`src/rtl/sram_ctl_pkg.sv`:
```
package sram_ctl_pkg;

    typedef enum logic [2:0] {
        ST_IDLE,
        ST_WSETUP,
        ST_WPULSE,
        ST_WHOLD,
        ST_RWAIT
    } seq_state_t;

    typedef struct packed {
        logic ce_n;
        logic we_n;
        logic doe;
    } strobe_t;

    localparam strobe_t STROBE_REST = '{ce_n: 1'b1, we_n: 1'b1, doe: 1'b0};

    function automatic int unsigned max2(input int unsigned a, input int unsigned b);
        return (a > b) ? a : b;
    endfunction

    function automatic int unsigned count_width(input int unsigned top_value);
        return (top_value < 2) ? 1 : $clog2(top_value + 1);
    endfunction

endpackage

```
`src/rtl/sram_phase_timer.sv`:
```
module sram_phase_timer #(
    parameter int unsigned CW = 3
) (
    input  logic          clk,
    input  logic          rst,
    input  logic          load,
    input  logic [CW-1:0] load_val,
    output logic          expired
);
    logic [CW-1:0] remain_q;

    always_ff @(posedge clk) begin
        if (rst) begin
            remain_q <= '0;
        end else if (load) begin
            remain_q <= load_val;
        end else if (remain_q != '0) begin
            remain_q <= remain_q - 1'b1;
        end
    end

    assign expired = (remain_q == '0);
endmodule

```
`src/rtl/sram_strobe_seq.sv`:
```
module sram_strobe_seq
    import sram_ctl_pkg::*;
#(
    parameter int unsigned ADDR_W = 12,
    parameter int unsigned DATA_W = 4,
    parameter int unsigned CNT_W  = 3,
    parameter int unsigned PULSE  = 2,
    parameter int unsigned TAA    = 2
) (
    input  logic              clk,
    input  logic              rst,
    input  logic              start,
    input  logic              start_write,
    input  logic [ADDR_W-1:0] start_addr,
    input  logic [DATA_W-1:0] start_wdata,
    input  logic              phase_done,
    output logic              phase_load,
    output logic [CNT_W-1:0]  phase_val,
    output logic              idle,
    output logic              capture,
    output strobe_t           strobe,
    output logic [ADDR_W-1:0] addr_out,
    output logic [DATA_W-1:0] dout_out
);
    localparam logic [CNT_W-1:0] RD_WAIT_LOAD = CNT_W'(TAA - 1);
    localparam logic [CNT_W-1:0] WE_LOW_LOAD  = CNT_W'(PULSE - 1);

    seq_state_t state_q, state_d;
    strobe_t    strobe_q, strobe_d;
    logic [ADDR_W-1:0] addr_q, addr_d;
    logic [DATA_W-1:0] dout_q, dout_d;

    always_comb begin
        state_d    = state_q;
        strobe_d   = strobe_q;
        addr_d     = addr_q;
        dout_d     = dout_q;
        phase_load = 1'b0;
        phase_val  = '0;
        capture    = 1'b0;
        unique case (state_q)
            ST_IDLE: begin
                if (start) begin
                    addr_d = start_addr;
                    if (start_write) begin
                        dout_d       = start_wdata;
                        strobe_d.doe = 1'b1;
                        state_d      = ST_WSETUP;
                    end else begin
                        strobe_d.ce_n = 1'b0;
                        phase_load    = 1'b1;
                        phase_val     = RD_WAIT_LOAD;
                        state_d       = ST_RWAIT;
                    end
                end
            end
            ST_WSETUP: begin
                strobe_d.ce_n = 1'b0;
                strobe_d.we_n = 1'b0;
                phase_load    = 1'b1;
                phase_val     = WE_LOW_LOAD;
                state_d       = ST_WPULSE;
            end
            ST_WPULSE: begin
                if (phase_done) begin
                    strobe_d.ce_n = 1'b1;
                    strobe_d.we_n = 1'b1;
                    state_d       = ST_WHOLD;
                end
            end
            ST_WHOLD: begin
                strobe_d.doe = 1'b0;
                state_d      = ST_IDLE;
            end
            ST_RWAIT: begin
                if (phase_done) begin
                    capture       = 1'b1;
                    strobe_d.ce_n = 1'b1;
                    state_d       = ST_IDLE;
                end
            end
            default: begin
                strobe_d = STROBE_REST;
                state_d  = ST_IDLE;
            end
        endcase
    end

    always_ff @(posedge clk) begin
        if (rst) begin
            state_q  <= ST_IDLE;
            strobe_q <= STROBE_REST;
            addr_q   <= '0;
            dout_q   <= '0;
        end else begin
            state_q  <= state_d;
            strobe_q <= strobe_d;
            addr_q   <= addr_d;
            dout_q   <= dout_d;
        end
    end

    assign idle     = (state_q == ST_IDLE);
    assign strobe   = strobe_q;
    assign addr_out = addr_q;
    assign dout_out = dout_q;
endmodule

```
`src/rtl/sram_rd_capture.sv`:
```
module sram_rd_capture #(
    parameter int unsigned DATA_W = 4
) (
    input  logic              clk,
    input  logic              rst,
    input  logic              capture,
    input  logic [DATA_W-1:0] din,
    output logic              valid,
    output logic [DATA_W-1:0] data
);
    always_ff @(posedge clk) begin
        if (rst) begin
            valid <= 1'b0;
            data  <= '0;
        end else begin
            valid <= capture;
            if (capture) begin
                data <= din;
            end
        end
    end
endmodule

```
`src/rtl/async_sram_ctrl.sv`:
```
module async_sram_ctrl
    import sram_ctl_pkg::*;
#(
    parameter int unsigned ADDR_W = 12,
    parameter int unsigned DATA_W = 4,
    parameter int unsigned TPWE   = 2,
    parameter int unsigned TSD    = 2,
    parameter int unsigned TWC    = 4,
    parameter int unsigned TAA    = 2
) (
    input  logic              clk,
    input  logic              rst,
    input  logic              req_valid,
    output logic              req_ready,
    input  logic              req_write,
    input  logic [ADDR_W-1:0] req_addr,
    input  logic [DATA_W-1:0] req_wdata,
    output logic              rd_valid,
    output logic [DATA_W-1:0] rd_data,
    output logic [ADDR_W-1:0] mem_addr,
    output logic              mem_ce_n,
    output logic              mem_we_n,
    output logic [DATA_W-1:0] mem_dout,
    output logic              mem_doe,
    input  logic [DATA_W-1:0] mem_din
);
    localparam int unsigned PULSE_CYC = max2(TPWE, TSD);
    localparam int unsigned LONGEST   = max2(max2(PULSE_CYC, TWC), TAA);
    localparam int unsigned CNT_W     = count_width(LONGEST);
    localparam logic [CNT_W-1:0] CYCLE_LOAD = CNT_W'(TWC - 1);

    logic             accept;
    logic             seq_idle;
    logic             cycle_done;
    logic             phase_done;
    logic             phase_load;
    logic [CNT_W-1:0] phase_val;
    logic             capture;
    strobe_t          strobe;

    assign req_ready = seq_idle && cycle_done;
    assign accept    = req_valid && req_ready;

    sram_phase_timer #(.CW(CNT_W)) cycle_tmr_i (
        .clk      (clk),
        .rst      (rst),
        .load     (accept),
        .load_val (CYCLE_LOAD),
        .expired  (cycle_done)
    );

    sram_phase_timer #(.CW(CNT_W)) phase_tmr_i (
        .clk      (clk),
        .rst      (rst),
        .load     (phase_load),
        .load_val (phase_val),
        .expired  (phase_done)
    );

    sram_strobe_seq #(
        .ADDR_W (ADDR_W),
        .DATA_W (DATA_W),
        .CNT_W  (CNT_W),
        .PULSE  (PULSE_CYC),
        .TAA    (TAA)
    ) seq_i (
        .clk         (clk),
        .rst         (rst),
        .start       (accept),
        .start_write (req_write),
        .start_addr  (req_addr),
        .start_wdata (req_wdata),
        .phase_done  (phase_done),
        .phase_load  (phase_load),
        .phase_val   (phase_val),
        .idle        (seq_idle),
        .capture     (capture),
        .strobe      (strobe),
        .addr_out    (mem_addr),
        .dout_out    (mem_dout)
    );

    sram_rd_capture #(.DATA_W(DATA_W)) cap_i (
        .clk     (clk),
        .rst     (rst),
        .capture (capture),
        .din     (mem_din),
        .valid   (rd_valid),
        .data    (rd_data)
    );

    assign mem_ce_n = strobe.ce_n;
    assign mem_we_n = strobe.we_n;
    assign mem_doe  = strobe.doe;
endmodule

```
`config.mk`:
```
export PLATFORM = sky130hd
export DESIGN_NAME = async_sram_ctrl
export DESIGN_NICKNAME = d
export VERILOG_FILES = /design/src/rtl/sram_ctl_pkg.sv /design/src/rtl/sram_phase_timer.sv /design/src/rtl/sram_strobe_seq.sv /design/src/rtl/sram_rd_capture.sv /design/src/rtl/async_sram_ctrl.sv
export SDC_FILE = /design/constraint.sdc
export NUM_CORES = 1
export LEC_CHECK = 0
export ABC_AREA = 1
export BUFFER_PORTS_ARGS = -buffer_cell sky130_fd_sc_hd__buf_4
export CAP_MARGIN = 5
export CORE_ASPECT_RATIO = 1.2
export CORE_UTILIZATION = 52
export CTS_CLUSTER_SIZE = 12
export DETAILED_ROUTE_END_ITERATION = 10
export GPL_TIMING_DRIVEN = 0
export PLACE_DENSITY = 0.82
export REMOVE_ABC_BUFFERS = 1
export SLEW_MARGIN = 0
export SYNTH_ARGS = -nofsm -noshare
export SYNTH_HDL_FRONTEND = slang
export SYNTH_SLANG_ARGS = --single-unit
```
`constraint.sdc`:
```
create_clock -name clk -period 3.6 [get_ports clk]
set_input_delay 0.54 -clock clk [delete_from_list [all_inputs] [get_ports clk]]
set_output_delay 0.54 -clock clk [all_outputs]
set_load 0.05 [all_outputs]
```
==> flow_metrics.tcl, run 1 <==
set metrics [dict create \
    status "completed" \
    drv_slew 0 \
    critPathMaxStageDelay_ps 310 \
    cts-root-buf "clkbuf_4" \
    max_freq_ghz 0.4703 \
    final_common_cell "buf_4" \
    placed_area_sq_um 1795 \
    seq_area_frac_synth_pct 46.15 \
    min_path_cells 3 \
    fin_setup_tns_ps 0 \
    synth_top_family_by_area "simple AND/OR/NAND/NOR gates" \
    wl_per_cell_um 12.36 \
    place.gp.congestion 0.9311 \
    final_cell_mix "buf_4, dfxtp_1, nand2_1" \
    die_area_sq_um 2968 \
    tightest_slew_ps 303.0 \
    clkSinkCount 33 \
    cts_tree "yes" \
    rrSetupSlack_ps 2060 \
    cts_buffers 5 \
    finalCritPeriodShare_pct 59.07 \
    path_clk_slew_ps 100 \
    final_cell_area_sq_um 1847 \
    drt_iter0_drc 37 \
    drtAntennaViolNets 0 \
    ir_drop_mv 0.5402 \
    grt_util_all_layers_pct 24.51 \
    min_period_ps 2126 \
    postCtsSetupBuffers 0 \
    clockBufferDepth 2 \
    postSynthAreaPerCell_sq_um 7.654 \
    synth_compound_area_share_pct 11.54 \
    drive_gt1_share_pct 27.12 \
    pin_count 49 \
    synthMuxAreaShare_pct 0 \
    synth_top_cell_by_area "dfxtp_1" \
    hp-start "mem_din[2]" \
    crit_end "req_ready" \
    grt_max_degree 23 \
    die_w_um 49.90 \
    fp.dieH_um 59.48 \
    antenna_found_initial 0 \
    multiInputGateArea_sq_um 650.6 \
    worstPathMaxFanout 16 \
    area_growth_pct 29.02 \
    hp-class "input pin to flip-flop" \
    hold_violations 0 \
    yosysTopAreaCellShare_pct 46.15 \
    worstReg2RegEnd "seq_i.dout_out[2]" \
    cts.repair.resized 0 \
    startpoint_type "flip-flop" \
    grt_pass1_wl_mm 5.388 \
    dp_hpwl_mm 2.469 \
    drt-total-wl_mm 3.326 \
    drcViolationCount 0 \
    h-tree-depth 2 \
    powerDensity_nw_per_um2 869.1 \
    initial_core_util_pct 55.53 \
    rr_startpoint "cycle_tmr_i.remain_q[0]" \
    slew_headroom_pct 79.78 \
    via_count 1367 \
    setup_viol 0 \
    yosys.area_share.simple_pct 28.58 \
    layout.nets 263 \
    final.setup_skew_ps 15.27 \
    ys_seq_elements 33 \
    first_pass_iters 4 \
    timing.hold.ws_ps 426.5 \
    area.sequential_sq_um 660.6 \
    postCtsHoldBufs 0 \
    antenna_cells 0 \
    netlist_instances 187 \
    rsz0062_at_grt "no" \
    yosysWarnings 0 \
    cap_viol_max_count 0 \
    grt-ovfl-total 0 \
    io_buffers 48 \
    core_area_sq_um 2577 \
    path_cells "inv_1 > ha_1 > nand2_2 > nor2_8 > buf_4" \
    routed_via_density 5.082 \
    clock_latency_ps 340 \
    p_leak_nw 0.8781 \
    crit_slowest_cell "dfxtp_1" \
    crit_type "flip-flop to output pin" \
    critPathLaunch "cycle_tmr_i.remain_q[0]" \
    crit_arrival_ps 1590 \
    crit_required_ps 3060 \
    synth_area_sq_um 1431 \
    worstRegToRegCells 7 \
    endpoint_kind "output pin" \
    synth.distinct_cells 27 \
    synth_area_leaders "dfxtp_1, nand2_1, nand3_1, nor2_1, a21oi_1" \
    yosys.area_share.xor_xnor_pct 1.836 \
    grt_pass1_vias 1310 \
    fill_cells 203 \
    synth_adder_area_share_pct 3.497 \
    total_power_w 0.001605 \
    rows 20 \
]
[layer usage]
metal / vias to the layer above / track usage (%) / wire length [um]
met5: - / 0 / 0
met4: 0 / 10.61 / 45
met3: 6 / 8.205 / 113
met2: 23 / 45.17 / 1786
met1: 643 / 25.12 / 1381
li1: 695 / - / -
[worst min path at each step]
stage                              end  slack [ps]
4_1_cts                  cap_i.data[2]         410
3_3_place_gp           seq_i.strobe[0]         440
5_1_grt                  cap_i.data[0]         440
2_1_floorplan  cycle_tmr_i.remain_q[1]         450
6_report                 cap_i.data[2]         430
3_5_place_dp         seq_i.addr_out[3]         460
[synthesized netlist by cell type]
cell type	n
clkinv_1	1
nor2_1	24
o21ai_2	1
nand3_2	1
buf_2	2
o21ai_0	11
ha_1	4
nand3_1	20
nor3_1	4
nand2_2	1
inv_1	21
nor2_4	1
xor2_1	2
nor2_8	1
clkbuf_2	1
or2_2	1
buf_6	1
a211oi_1	1
nand4_1	1
nand2_4	2
o21ai_1	1
clkbuf_1	3
xnor2_1	1
nand2_1	31
a21oi_2	1
a21oi_1	16
dfxtp_1	33
[flip-flops by register name (all words and copies together) (netlist names)]
signal / count
seq_i.addr_out: 12
cap_i.data: 4
seq_i.dout_out: 4
cycle_tmr_i.remain_q: 3
phase_tmr_i.remain_q: 3
seq_i.state_q: 3
seq_i.strobe: 3
cap_i.valid: 1
[metrics by stage]
step / util, % / setup slack [ps] / std cells
after floorplan: - / 2085 / 180
after global placement: 69.66 / 1874 / 261
after detailed placement: 69.66 / 1832 / 261
after CTS: 71.65 / 1459 / 269
after global routing: 71.65 / 1410 / 269
final: 71.65 / 1474 / 269
[critical path: cells and delay by family (launching register included)]
| family | cells | cell delay, ps |
|---|---|---|
| adders and majority gates | 1 | 170 |
| buffers and inverters | 2 | 360 |
| DFF | 1 | 310 |
| and+or+nand+nor | 2 | 410 |
[layout make-up]
class | count | area share, %
Inverter | 22 | 4.472
Timing Repair Buffer | 48 | 19.51
Multi-Input combinational cell | 125 | 35.23
Clock buffer | 6 | 2.236
Tap cell | 33 | 2.236
Sequential cell | 33 | 35.77
Clock inverter | 2 | 0.5420
[cells by family (layout without fill, tap and decap cells)]
kind of cell / count (synthesis) / in the layout
AOI/OAI and AO/OA: 31 / 31
xor gates and xnor gates: 3 / 3
adders and majority gates: 4 / 4
buffers and inverters: 29 / 78
DFF: 33 / 33
and+or+nand+nor: 87 / 87
[power breakdown]
part	internal, W	switching [W]
clock	0.0000743	0.000122
sequential	0.000463	0.0000614
combinational	0.000280	0.000605
total	0.000817	0.000788
Power figures use the tool's default switching activity.
==> run 2, diff against run 1 <==
--- a/config.mk
+++ b/config.mk
@@ -9,11 +9,11 @@
 export BUFFER_PORTS_ARGS = -buffer_cell sky130_fd_sc_hd__buf_4
 export CAP_MARGIN = 5
 export CORE_ASPECT_RATIO = 1.2
-export CORE_UTILIZATION = 52
+export CORE_UTILIZATION = 49
 export CTS_CLUSTER_SIZE = 12
 export DETAILED_ROUTE_END_ITERATION = 10
 export GPL_TIMING_DRIVEN = 0
-export PLACE_DENSITY = 0.82
+export PLACE_DENSITY = 0.78
 export REMOVE_ABC_BUFFERS = 1
 export SLEW_MARGIN = 0
 export SYNTH_ARGS = -nofsm -noshare
==> constraint.sdc (replaced) <==
create_clock -name clk -period 1.98 [get_ports clk]
set_input_delay 0.297 -clock clk [delete_from_list [all_inputs] [get_ports clk]]
set_output_delay 0.297 -clock clk [all_outputs]
set_load 0.05 [all_outputs]
==> flow_metrics.tcl, run 2 (synthesis gave the netlist of run 1 again) <==
set metrics [dict create \
    drt_iter0_drc 28 \
    status "completed" \
    grt_pass1_wl_mm 4.968 \
    antenna_found_initial 0 \
    worstPathMaxFanout 16 \
    final_common_cell "buf_4" \
    dp_hpwl_mm 2.199 \
    drtAntennaViolNets 0 \
    final_cell_mix "buf_4, dfxtp_1, nand2_1" \
    drv_slew 0 \
    first_pass_iters 6 \
    total_power_w 0.002898 \
    clock_latency_ps 330 \
    finalCritPeriodShare_pct 93.72 \
    worst-path-buf-inv 2 \
    powerDensity_nw_per_um2 1565 \
    ir_drop_mv 0.8782 \
    fill_cells 269 \
    rrSetupSlack_ps 480 \
    min_period_ps 1856 \
    worstReg2RegEnd "cycle_tmr_i.remain_q[1]" \
    multiInputGateArea_sq_um 650.6 \
    cts.repair.resized 0 \
    power.internal_w 0.001514 \
    cp_top_family "simple AND/OR/NAND/NOR gates" \
    h-tree-depth 2 \
    cap_viol_max_count 0 \
    p_seq_share_pct 32.7 \
    hold_end "cap_i.data[0]" \
    crit_arrival_ps 1560 \
    clockBufferDepth 2 \
    fp.dieH_um 61.21 \
    clkSinkCount 33 \
    grt_util_all_layers_pct 21.58 \
    via_count 1309 \
    worstRegToRegCells 9 \
    rows 21 \
    cts_buffers 5 \
    pin_count 49 \
    drive_gt1_share_pct 26.81 \
    p_clk_share_pct 13.0 \
    place.gp.congestion 0.8580 \
    cts-root-buf "clkbuf_4" \
    final.setup_skew_ps 8.035 \
    area.sequential_sq_um 660.6 \
    power_switching_w 0.001384 \
    sw_frac_of_total_pct 47.75 \
    die_w_um 51.34 \
    min_path_cells 3 \
    crit_required_ps 1680 \
    die_area_sq_um 3142 \
    p_leak_nw 0.8775 \
    path_cells "inv_1 > ha_1 > nand2_2 > nor2_8 > buf_4" \
    grt-ovfl-total 0 \
    io_buffers 48 \
    setup_viol 0 \
    path_clk_slew_ps 90 \
    layout.nets 263 \
    antenna_cells 0 \
    max_freq_ghz 0.5389 \
    hold_violations 0 \
    slew_headroom_pct 79.09 \
    critPathMaxStageDelay_ps 310 \
    core_area_sq_um 2785 \
    largest_reg_flops 12 \
    wl_per_cell_um 11.42 \
    cts_tree "yes" \
    endpoint_kind "output pin" \
    hp-class "input pin to flip-flop" \
    fin_setup_tns_ps 0 \
    hp-start "mem_din[0]" \
    postCtsSetupBuffers 0 \
    tightest_slew_ps 313.2 \
    crit_slowest_cell "dfxtp_1" \
    drt-total-wl_mm 3.072 \
    grt_pass1_vias 1136 \
    area_growth_pct 29.37 \
    routed_via_density 4.866 \
    p_comb_share_pct 54.3 \
    critPathLaunch "cycle_tmr_i.remain_q[0]" \
    grt_max_degree 23 \
    crit_type "flip-flop to output pin" \
    postCtsHoldBufs 0 \
    startpoint_type "flip-flop" \
    drcViolationCount 0 \
    rr_startpoint "cycle_tmr_i.remain_q[0]" \
    initial_core_util_pct 51.39 \
    rsz0062_at_grt "no" \
]
==> run 2: how the worst max path moves through the flow <==
stage / depth (start not counted) / endpoint
2_1_floorplan: 9 / cycle_tmr_i.remain_q[1]
3_3_place_gp: 5 / req_ready
3_5_place_dp: 9 / cycle_tmr_i.remain_q[1]
4_1_cts: 5 / req_ready
5_1_grt: 5 / req_ready
6_report: 5 / req_ready
==> run 2: through the flow <==
step,hold slack [ps],utilization [%],instances,area [sq um],worst slack (ps)
2_1_floorplan,359.4,-,180,1394,512.6
3_3_place_gp,438.8,64.51,262,1797,478.4
3_5_place_dp,450.3,64.51,262,1797,476.0
4_1_cts,168.0,66.49,269,1852,91.69
5_1_grt,174.3,66.49,269,1852,29.37
6_report,193.0,66.49,269,1852,124.3
==> run 2: per-layer routing <==
layer | share of wire [%] | track usage, %
met1 | 45 | 26.29
met2 | 49 | 34.96
met3 | 4.0 | 6.667
met4 | 2.0 | 10.42
met5 | 0 | 0
==> run 2: tightest hold or removal path, stage by stage <==
cell and delay, ps:
buf_4 80, nor2_1 30, nor2_1 80
==> run 2: power groups by stage <==
stage	Clock (W)	Combinational, W	Sequential [W]
after floorplan	0	0.000825	0.00132
after global placement	0	0.00156	0.000954
after detailed placement	0	0.00158	0.000961
after CTS	0.000396	0.00159	0.000948
after global routing	0.000419	0.00173	0.000968
final	0.000377	0.00157	0.000947
==> run 2: layout make-up <==
class                      instances  area share (%)
multi-input combinational        125           35.14
tap                               34           2.297
clock buffer                       7           2.973
timing repair buffer              48           19.46
sequential                        33           35.68
inverter                          22           4.459
==> run 3, diff against run 2 <==
--- a/config.mk
+++ b/config.mk
@@ -12,9 +12,9 @@
 export CORE_UTILIZATION = 49
 export CTS_CLUSTER_SIZE = 12
 export DETAILED_ROUTE_END_ITERATION = 10
-export GPL_TIMING_DRIVEN = 0
 export PLACE_DENSITY = 0.78
 export REMOVE_ABC_BUFFERS = 1
+export SETUP_SLACK_MARGIN = 0.4
 export SLEW_MARGIN = 0
 export SYNTH_ARGS = -nofsm -noshare
 export SYNTH_HDL_FRONTEND = slang
==> constraint.sdc (replaced) <==
create_clock -name clk -period 1.98 [get_ports clk]
set_input_delay 0.396 -clock clk [delete_from_list [all_inputs] [get_ports clk]]
set_output_delay 0.396 -clock clk [all_outputs]
set_load 0.05 [all_outputs]
==> flow_metrics.tcl, run 3 (synthesis gave the netlist of run 1 again) <==
set metrics [dict create \
    status "completed" \
    grt_max_degree 23 \
    place.gp.congestion 0.8344 \
    grt_util_all_layers_pct 21.53 \
    grt-ovfl-total 0 \
    final.setup_skew_ps 7.603 \
    hold_end "cap_i.data[1]" \
    largest_reg_flops 12 \
    first_pass_iters 4 \
    layout.nets 269 \
    crit_required_ps 1580 \
    cp_top_family "flip-flops" \
    clockBufferDepth 2 \
    clock_latency_ps 320 \
    drive_gt1_share_pct 33.06 \
    worst-path-buf-inv 2 \
    rsz0062_at_grt "yes" \
    worstRegToRegCells 10 \
    drt_iter0_drc 71 \
    rr_startpoint "cycle_tmr_i.remain_q[0]" \
    io_buffers 48 \
    crit_arrival_ps 1180 \
    initial_core_util_pct 51.39 \
    finalWorstSetupSlack_ps 405.2 \
    endpoint_kind "output pin" \
    die_w_um 51.34 \
    slew_headroom_pct 77.22 \
    crit_type "flip-flop to output pin" \
    worstReg2RegEnd "cycle_tmr_i.remain_q[1]" \
    cap_viol_max_count 0 \
    timing.hold.ws_ps 285.3 \
    path_depth 5 \
    critPathMaxStageDelay_ps 340 \
    startpoint_type "flip-flop" \
    cts-root-buf "clkbuf_4" \
    antenna_found_initial 0 \
    cts_tree "yes" \
    area_growth_pct 36.54 \
    p_leak_nw 0.9231 \
    critPathLaunch "cycle_tmr_i.remain_q[0]" \
    final_common_cell "buf_4" \
    hp-class "input pin to flip-flop" \
    max_freq_ghz 0.6350 \
    core_area_sq_um 2785 \
    drv_slew 0 \
    pin_count 49 \
    final_cell_mix "buf_4, nand2_1, dfxtp_1" \
    grt_pass1_vias 1160 \
    drt-total-wl_mm 3.139 \
    clkSinkCount 33 \
    h-tree-depth 2 \
    fill_cells 242 \
    fin_setup_tns_ps 0 \
    dp_hpwl_mm 2.207 \
    worstPathMaxFanout 3 \
    powerDensity_nw_per_um2 1620 \
    hold_violations 0 \
    setup_viol 0 \
    finalCritPeriodShare_pct 79.54 \
    ir_drop_mv 1.012 \
    rrSetupSlack_ps 560 \
    routed_via_density 4.833 \
    cts_buffers 5 \
    hp-start "mem_din[1]" \
    min_path_cells 3 \
    path_cells "inv_4 > ha_4 > nand2_4 > nor2_8 > buf_8" \
    drcViolationCount 0 \
    wl_per_cell_um 11.37 \
    tightest_slew_ps 340.9 \
    via_count 1334 \
    min_period_ps 1575 \
    fp.dieH_um 61.21 \
    die_area_sq_um 3142 \
    drtAntennaViolNets 0 \
    grt_pass1_wl_mm 4.954 \
    rows 21 \
    antenna_cells 0 \
    path_clk_slew_ps 100 \
    crit_slowest_cell "dfxtp_2" \
    dp_slack_ps 397.9 \
]
## run 3: cell count changes in the layout (fill, tap and decap cells not counted), sizes merged
cell,delta
clkinv,+1
buf,+6
## run 3: how the worst max path moves through the flow
stage                         endpoint  slack, ps
3_5_place_dp                 req_ready        400
5_1_grt                      req_ready        340
6_report                     req_ready        410
3_3_place_gp                 req_ready        430
4_1_cts                      req_ready        400
2_1_floorplan  cycle_tmr_i.remain_q[1]        510
## run 3: area by class of cell
cell class	count	area [sq um]	area share, %
tap	34	42.54	2.177
clock buffer	7	65.06	3.329
clock inverter	1	5.005	0.2561
sequential	33	668.1	34.19
multi-input combinational	125	675.6	34.57
inverter	22	85.08	4.353
timing repair buffer	54	412.9	21.13
## run 3: report_power, final
part	switching, W	internal (W)	total, W
sequential	0.000107	0.000850	0.000957
combinational	0.00115	0.000639	0.00179
clock	0.000215	0.000206	0.000421
## run 3: stage by stage
stage / instances / power [W] / utilization, % / instance area (sq um)
2_1_floorplan: 180 / 0.002142 / - / 1394
3_3_place_gp: 262 / 0.002516 / 64.51 / 1797
3_5_place_dp: 262 / 0.002546 / 64.51 / 1797
4_1_cts: 274 / 0.003127 / 69.23 / 1928
5_1_grt: 276 / 0.003404 / 70.17 / 1954
6_report: 276 / 0.003166 / 70.17 / 1954
## run 3: repair_timing
item                       4_1_cts  5_1_grt
hold buffers                     0        0
pin swaps                        4        1
setup endpoints to repair        1        5
hold endpoints to repair         0        0
setup buffers                    4        2
resized for setup               12        4
## run 3: layer usage
metal  routed length [um]  vias up  global-route usage (%)
met5                    0        -                       0
met4                   34        0                   8.108
met3                   89        5                   7.407
met2                 1603       21                   35.34
met1                 1411      592                   26.29
li1                     -      716                       -
## run 3: worst register-to-register path: cells and delay by family, from the launching register on
family                     cells  cell delay, ps
and+or+nand+nor                7             550
DFF                            1             340
buffers and inverters          2             290
adders and majority gates      1             140
